===== config.mk =====
export PLATFORM = sky130hd
export DESIGN_NAME = i2c_rx_bytepath
export DESIGN_NICKNAME = d
export VERILOG_FILES = /design/src/rtl/i2crx_pkg.sv /design/src/rtl/i2crx_shifter.sv /design/src/rtl/i2crx_ackpos.sv /design/src/rtl/i2crx_buf.sv /design/src/rtl/i2c_rx_bytepath.sv
export SDC_FILE = /design/constraint.sdc
export NUM_CORES = 1
export LEC_CHECK = 0
export BUFFER_PORTS_ARGS = -buffer_cell sky130_fd_sc_hd__buf_2
export CAP_MARGIN = 20
export CELL_PAD_IN_SITES_DETAIL_PLACEMENT = 0
export CELL_PAD_IN_SITES_GLOBAL_PLACEMENT = 1
export CORE_MARGIN = 3
export CORE_UTILIZATION = 41
export CTS_CLUSTER_SIZE = 28
export DETAILED_ROUTE_END_ITERATION = 6
export PLACE_DENSITY_LB_ADDON = 0.12
export SLEW_MARGIN = 20
export SYNTH_ARGS = -nofsm -noshare
export SYNTH_HDL_FRONTEND = slang
export SYNTH_SLANG_ARGS = --single-unit

===== constraint.sdc =====
create_clock -name clk -period 2 [get_ports clk]
set_input_delay 0.1 -clock clk [delete_from_list [all_inputs] [get_ports clk]]
set_output_delay 0.1 -clock clk [all_outputs]
set_load 0.005 [all_outputs]

===== src/rtl/i2crx_pkg.sv =====
package i2crx_pkg;

  // Acknowledge chosen for the byte in the shift register.
  function automatic logic ack_choice(input logic defer, input logic live, input logic held);
    return defer ? held : live;
  endfunction

  // End condition pulses {stop, start}; STOP outranks START.
  function automatic logic [1:0] cond_pick(input logic go, input logic stop_p, input logic start_p);
    logic [1:0] r;
    r[1] = go & stop_p;
    r[0] = go & ~stop_p & start_p;
    return r;
  endfunction

endpackage


===== src/rtl/i2crx_shifter.sv =====
module i2crx_shifter #(
  parameter int DW = 8
) (
  input  logic          clk,
  input  logic          rst_n,
  input  logic          begin_i,
  input  logic          tick_i,
  input  logic          sda_i,
  output logic [DW-1:0] sr_o,
  output logic          slot_o,
  output logic          ack_tick_o,
  output logic          idle_o
);
  localparam int CW = $clog2(DW + 1);
  localparam logic [CW-1:0] SLOT = CW'(DW);

  logic [CW-1:0] cnt_q;
  logic [DW-1:0] sr_q;

  assign slot_o     = (cnt_q == SLOT);
  assign ack_tick_o = tick_i & slot_o;
  assign idle_o     = (cnt_q == '0);
  assign sr_o       = sr_q;

  always_ff @(posedge clk or negedge rst_n) begin
    if (!rst_n) begin
      cnt_q <= '0;
      sr_q  <= '0;
    end else if (begin_i) begin
      cnt_q <= '0;
    end else if (tick_i) begin
      if (slot_o) begin
        cnt_q <= '0;
      end else begin
        cnt_q <= cnt_q + 1'b1;
        sr_q  <= {sr_q[DW-2:0], sda_i};
      end
    end
  end

  // the acknowledge slot lasts until its strobe arrives
  assert_slot_waits_R7: assert property (@(posedge clk) disable iff (!rst_n)
    (slot_o && !tick_i && !begin_i) |=> slot_o);

endmodule


===== src/rtl/i2crx_ackpos.sv =====
module i2crx_ackpos
  import i2crx_pkg::*;
(
  input  logic clk,
  input  logic rst_n,
  input  logic begin_i,
  input  logic ack_tick_i,
  input  logic slot_i,
  input  logic active_i,
  input  logic defer_i,
  input  logic ack_en_i,
  output logic sda_pull_o
);
  logic held_q;

  always_ff @(posedge clk or negedge rst_n) begin
    if (!rst_n)          held_q <= 1'b1;
    else if (begin_i)    held_q <= 1'b1;
    else if (ack_tick_i) held_q <= ack_en_i;
  end

  assign sda_pull_o = active_i & slot_i & ack_choice(defer_i, ack_en_i, held_q);

  // SDA is only ever pulled inside an acknowledge slot of a live receive
  assert_pull_in_slot_R8: assert property (@(posedge clk) disable iff (!rst_n)
    sda_pull_o |-> (slot_i && active_i));

endmodule


===== src/rtl/i2crx_buf.sv =====
module i2crx_buf #(
  parameter int DW = 8
) (
  input  logic          clk,
  input  logic          rst_n,
  input  logic          ack_tick_i,
  input  logic          rd_i,
  input  logic [DW-1:0] sr_i,
  output logic [DW-1:0] dr_o,
  output logic          rdy_o,
  output logic          full2_o
);
  logic [DW-1:0] dr_q;
  logic          rdy_q, full2_q;
  logic          rd_hit;

  assign rd_hit  = rd_i & rdy_q;
  assign dr_o    = dr_q;
  assign rdy_o   = rdy_q;
  assign full2_o = full2_q;

  always_ff @(posedge clk or negedge rst_n) begin
    if (!rst_n) begin
      dr_q    <= '0;
      rdy_q   <= 1'b0;
      full2_q <= 1'b0;
    end else if (ack_tick_i) begin
      if (!rdy_q || rd_hit) begin
        dr_q  <= sr_i;
        rdy_q <= 1'b1;
      end else begin
        full2_q <= 1'b1;
      end
    end else if (rd_hit) begin
      if (full2_q) begin
        dr_q    <= sr_i;
        full2_q <= 1'b0;
      end else begin
        rdy_q <= 1'b0;
      end
    end
  end

  // both-full never exists without an unread data byte
  assert_full_needs_rdy_R4: assert property (@(posedge clk) disable iff (!rst_n)
    full2_q |-> rdy_q);

  // an empty read leaves data and flags alone
  assert_empty_read_quiet_R6: assert property (@(posedge clk) disable iff (!rst_n)
    (rd_i && !rdy_q && !ack_tick_i) |=> ($stable(dr_q) && !rdy_q && !full2_q));

  // reading while both-full leaves exactly one unread byte
  assert_full_read_one_left_R5: assert property (@(posedge clk) disable iff (!rst_n)
    (rd_i && full2_q) |=> (rdy_q && !full2_q));

endmodule


===== src/rtl/i2c_rx_bytepath.sv =====
module i2c_rx_bytepath
  import i2crx_pkg::*;
#(
  parameter int DW = 8
) (
  input  logic          clk,
  input  logic          rst_n,
  input  logic          rd_i,
  output logic [DW-1:0] rdata_o,
  input  logic          ctl_we_i,
  input  logic          ctl_ack_i,
  input  logic          ctl_defer_i,
  input  logic          ctl_stop_i,
  input  logic          ctl_start_i,
  output logic          rdy_o,
  output logic          both_full_o,
  output logic          ack_en_o,
  output logic          defer_o,
  output logic          stop_pend_o,
  output logic          start_pend_o,
  input  logic          rx_begin_i,
  input  logic          bit_tick_i,
  input  logic          sda_i,
  output logic          sda_pull_o,
  output logic          scl_hold_o,
  output logic          stop_go_o,
  output logic          start_go_o,
  output logic          busy_o
);
  logic          ack_en_q, defer_q, stop_q, start_q;
  logic          active_q, seen_q;
  logic          full2, slot, ack_tick, idle, issue, tick_ok;
  logic [DW-1:0] sr;
  logic [1:0]    go;

  // Named internal events
  assign issue   = active_q & seen_q & idle & (stop_q | start_q);
  assign tick_ok = bit_tick_i & active_q & ~full2 & ~issue;
  assign go      = cond_pick(issue, stop_q, start_q);

  i2crx_shifter #(.DW(DW)) u_shift (
    .clk(clk), .rst_n(rst_n), .begin_i(rx_begin_i), .tick_i(tick_ok),
    .sda_i(sda_i), .sr_o(sr), .slot_o(slot), .ack_tick_o(ack_tick), .idle_o(idle)
  );

  i2crx_ackpos u_ack (
    .clk(clk), .rst_n(rst_n), .begin_i(rx_begin_i), .ack_tick_i(ack_tick),
    .slot_i(slot), .active_i(active_q), .defer_i(defer_q), .ack_en_i(ack_en_q),
    .sda_pull_o(sda_pull_o)
  );

  i2crx_buf #(.DW(DW)) u_buf (
    .clk(clk), .rst_n(rst_n), .ack_tick_i(ack_tick), .rd_i(rd_i), .sr_i(sr),
    .dr_o(rdata_o), .rdy_o(rdy_o), .full2_o(full2)
  );

  always_ff @(posedge clk or negedge rst_n) begin
    if (!rst_n) begin
      ack_en_q <= 1'b0;
      defer_q  <= 1'b0;
      stop_q   <= 1'b0;
      start_q  <= 1'b0;
    end else if (ctl_we_i) begin
      ack_en_q <= ctl_ack_i;
      defer_q  <= ctl_defer_i;
      stop_q   <= ctl_stop_i;
      start_q  <= ctl_start_i;
    end else if (issue) begin
      stop_q  <= 1'b0;
      start_q <= 1'b0;
    end
  end

  always_ff @(posedge clk or negedge rst_n) begin
    if (!rst_n) begin
      active_q <= 1'b0;
      seen_q   <= 1'b0;
    end else if (rx_begin_i) begin
      active_q <= 1'b1;
      seen_q   <= 1'b0;
    end else begin
      if (issue)    active_q <= 1'b0;
      if (ack_tick) seen_q   <= 1'b1;
    end
  end

  assign both_full_o  = full2;
  assign scl_hold_o   = full2;
  assign ack_en_o     = ack_en_q;
  assign defer_o      = defer_q;
  assign stop_pend_o  = stop_q;
  assign start_pend_o = start_q;
  assign stop_go_o    = go[1];
  assign start_go_o   = go[0];
  assign busy_o       = active_q;

  // never both end conditions at once
  assert_one_cond_R10: assert property (@(posedge clk) disable iff (!rst_n)
    $onehot0({stop_go_o, start_go_o}));

  // an issued condition clears its request and ends the receive
  assert_issue_clears_R9: assert property (@(posedge clk) disable iff (!rst_n)
    ((stop_go_o || start_go_o) && !ctl_we_i && !rx_begin_i) |=> (!stop_q && !start_q && !active_q));

  // the shift register is frozen while the bus is held
  assert_hold_freezes_R4: assert property (@(posedge clk) disable iff (!rst_n)
    full2 |=> $stable(sr));

endmodule


==> flow_metrics.env <==
export IMPL_synth_area_leaders="dfrtp_1 55%, mux2_2 17%, nand2_1 2.6%"
export IMPL_wire_per_inst_um=13.8
export IMPL_r2r_slack_ps=150
export IMPL_place_area_sq_mm=0.00149
export IMPL_powerDensity_mw_per_mm2=752
export IMPL_area_growth_pct=26.6
export IMPL_fillers=253
export IMPL_dieWidth_um=61.8
export IMPL_drive_above_1_share_pct=46.2
export IMPL_vias=908
export IMPL_critPathArrivalTime_ps=2050
export IMPL_outcome="complete, no violations"
export IMPL_layout_cells_most_common="buf_2"
export IMPL_hold_start="ctl_we_i"
export IMPL_drc=0
export IMPL_row_count=19
export IMPL_hold_end="stop_pend_o"
export IMPL_peakVddDrop_v=0.000497
export IMPL_cts_clk_slew_worst_paths_ps=80
export IMPL_postRouteAntennaNets=0
export IMPL_track_usage_pct=15.4
export IMPL_rsz0062_at_grt="false"
export IMPL_hpwl_um=1680
export IMPL_yosysTopAreaCell="dfrtp_1"
export IMPL_synth_top_area_share_pct=54.9
export IMPL_regArea_sq_um=727
export IMPL_worst_hold_path_type="in -> reg"
export IMPL_r2r_end="u_buf.dr_o[1]"
export IMPL_required_ps=2210
export IMPL_synth_cell_type_count=32
export IMPL_slew_viol_final=0
export IMPL_cp_start_kind="flop"
export IMPL_overflow=0
export IMPL_first_global_vias=926
export IMPL_cts_inserted_buffers=5
export IMPL_ys_seq_area_share_pct=57.0
export IMPL_via_per_inst=5.16
export IMPL_tritoncts="done"
export IMPL_path_max_fanout=8
export IMPL_holdPathStages=2
export IMPL_drv_cap=0
export IMPL_slew_headroom_pct=58.5
export IMPL_critPathKind="reg -> reg"
export IMPL_avgSynthCellArea_sq_um=12.8
export IMPL_antenna_found_initial=0
export IMPL_firstDrtPassIters=4
export IMPL_core_area_sq_mm=0.00285
export IMPL_diodes=0
export IMPL_clock_sinks=29
export IMPL_io_buffers=29
export IMPL_yosys_warnings=0
export IMPL_layout_nets=158
export IMPL_timing_final_crit_share_pct=92.3
export IMPL_finalSetupTns_ps=0
export IMPL_clk_latency_ps=320
export IMPL_final_cells=176
export IMPL_die_area_sq_mm=0.00382
export IMPL_clock_root_buffer="clkbuf_4"
export IMPL_syn_inst=100
export IMPL_fin_skew_ps=8.43
export IMPL_routabilityCongestion=0.736
export IMPL_grt_pass1_wl_um=4040
export IMPL_period_minus_slack_ps=1850
export IMPL_most_common_layout_cells="29 x buf_2, 28 x dfrtp_1, 19 x mux2_2"
export IMPL_initial_core_util_pct=44.7
export IMPL_reg2regPathDepth=6
export IMPL_synth_nets=113
export IMPL_multi_input_area_sq_um=510
export IMPL_hold_ws_ps=48.8
export IMPL_drtIter0Drc=39
export IMPL_synth_area_sq_mm=0.00128
export IMPL_max_slew_worst_pin_slew_ps=623
export IMPL_die_h_um=61.8
export IMPL_htree_num_levels=2
export IMPL_hold_violations=0
export IMPL_setup_viol=0
export IMPL_grt_start_max_net_pins=30
export IMPL_worstSetupEndpointType="flop"
export IMPL_synth_seq_cells=29
export IMPL_p_leak_nw=0.802
export IMPL_rr_startpoint="u_shift.cnt_q[0]"
export IMPL_placed_cells=162
export IMPL_cts_buffer_depth=2
export IMPL_final_area_sq_mm=0.00162
export IMPL_wirelength_um=2430
export IMPL_crit_start="u_shift.cnt_q[0]"
export IMPL_ios=30
export IMPL_final_util_pct=56.6
export IMPL_fmax_mhz=542
report_power, final:
part	switching [W]	internal, W	total [W]
registers	0.0000497	0.000661	0.000711
clock network	0.000183	0.000166	0.000348
logic	0.0000615	0.0000949	0.000156
layer usage:
metal	global-route usage, %	routed length [um]	vias to the layer above
met1	16.2	1070	436
met2	25.3	1130	23
met3	7.23	169	7
met5	0	0	-
met4	9.09	66	0
li1	-	-	442
logic make-up (layout without fill, tap and decap cells):
logic type	after synthesis	after routing	share of synthesized area [%]
compound gates	19	19	10.6
fa+ha+maj	2	2	1.96
buf+inv	8	53	3.24
flops	29	29	57.0
mux	19	19	16.8
simple gates	23	23	10.5
how the worst max path moves through the flow:
stage	to	slack [ps]
final	u_buf.dr_o[1]	150
after global routing	start_go_o	20
after CTS	start_go_o	90
after detailed placement	u_buf.dr_o[1]	170
after global placement	u_buf.dr_o[7]	200
after floorplan	u_shift.sr_o[0]	270
critical path, cell delays in order, from the launching register on:
cell     delay (ps)
dfrtp_1         380
inv_1            60
ha_1            150
and3b_1         320
nand2_2         140
a22oi_4         300
mux2_2          380
final cells by class:
cell class	count	share of cell area, %
tap	31	2.40
timing repair buffer	41	16.4
sequential	29	45.0
multi-input combinational	63	31.6
clock buffer	7	3.41
inverter	5	1.16
stage by stage:
| step | setup slack [ps] | power (W) |
|---|---|---|
| finish | 154 | 0.00122 |
| CTS | 88.3 | 0.00124 |
| detailed placement | 171 | 0.000872 |
| global route | 18.4 | 0.00130 |
| global placement | 196 | 0.000864 |
| floorplan | 272 | 0.000803 |
sequential cells by signal (all words and copies together), names as in the netlist:
signal	count
start_pend_o	1
u_ack.held_q	1
u_buf.rdy_o	1
u_shift.sr_o	8
stop_pend_o	1
busy_o	1
u_shift.cnt_q	4
seen_q	1
ack_en_o	1
u_buf.full2_o	1
u_buf.dr_o	8
defer_o	1
synth_stat cells, drive strengths merged:
master  instances
a311oi          1
and3            1
o21bai          1
ha              2
or2             1
a21o            1
nor3            2
nor3b           1
a31oi           1
clkbuf          1
dfstp           1
buf             2
nand2          10
and3b           2
a41oi           1
a21oi           6
a22oi           1
nand4b          1
a31o            1
inv             5
o21ai           5
nor2            3
mux2           19
or4             1
dfrtp          28
or3             1
o21a            1
what timing repair did:
action                                 CTS  global route
buffers inserted                         0             0
setup endpoints to repair                0             1
resized for setup                        0             1
hold buffers                             7             0
endpoints found under the hold margin   34             0
(Power assumes the default switching activity.)
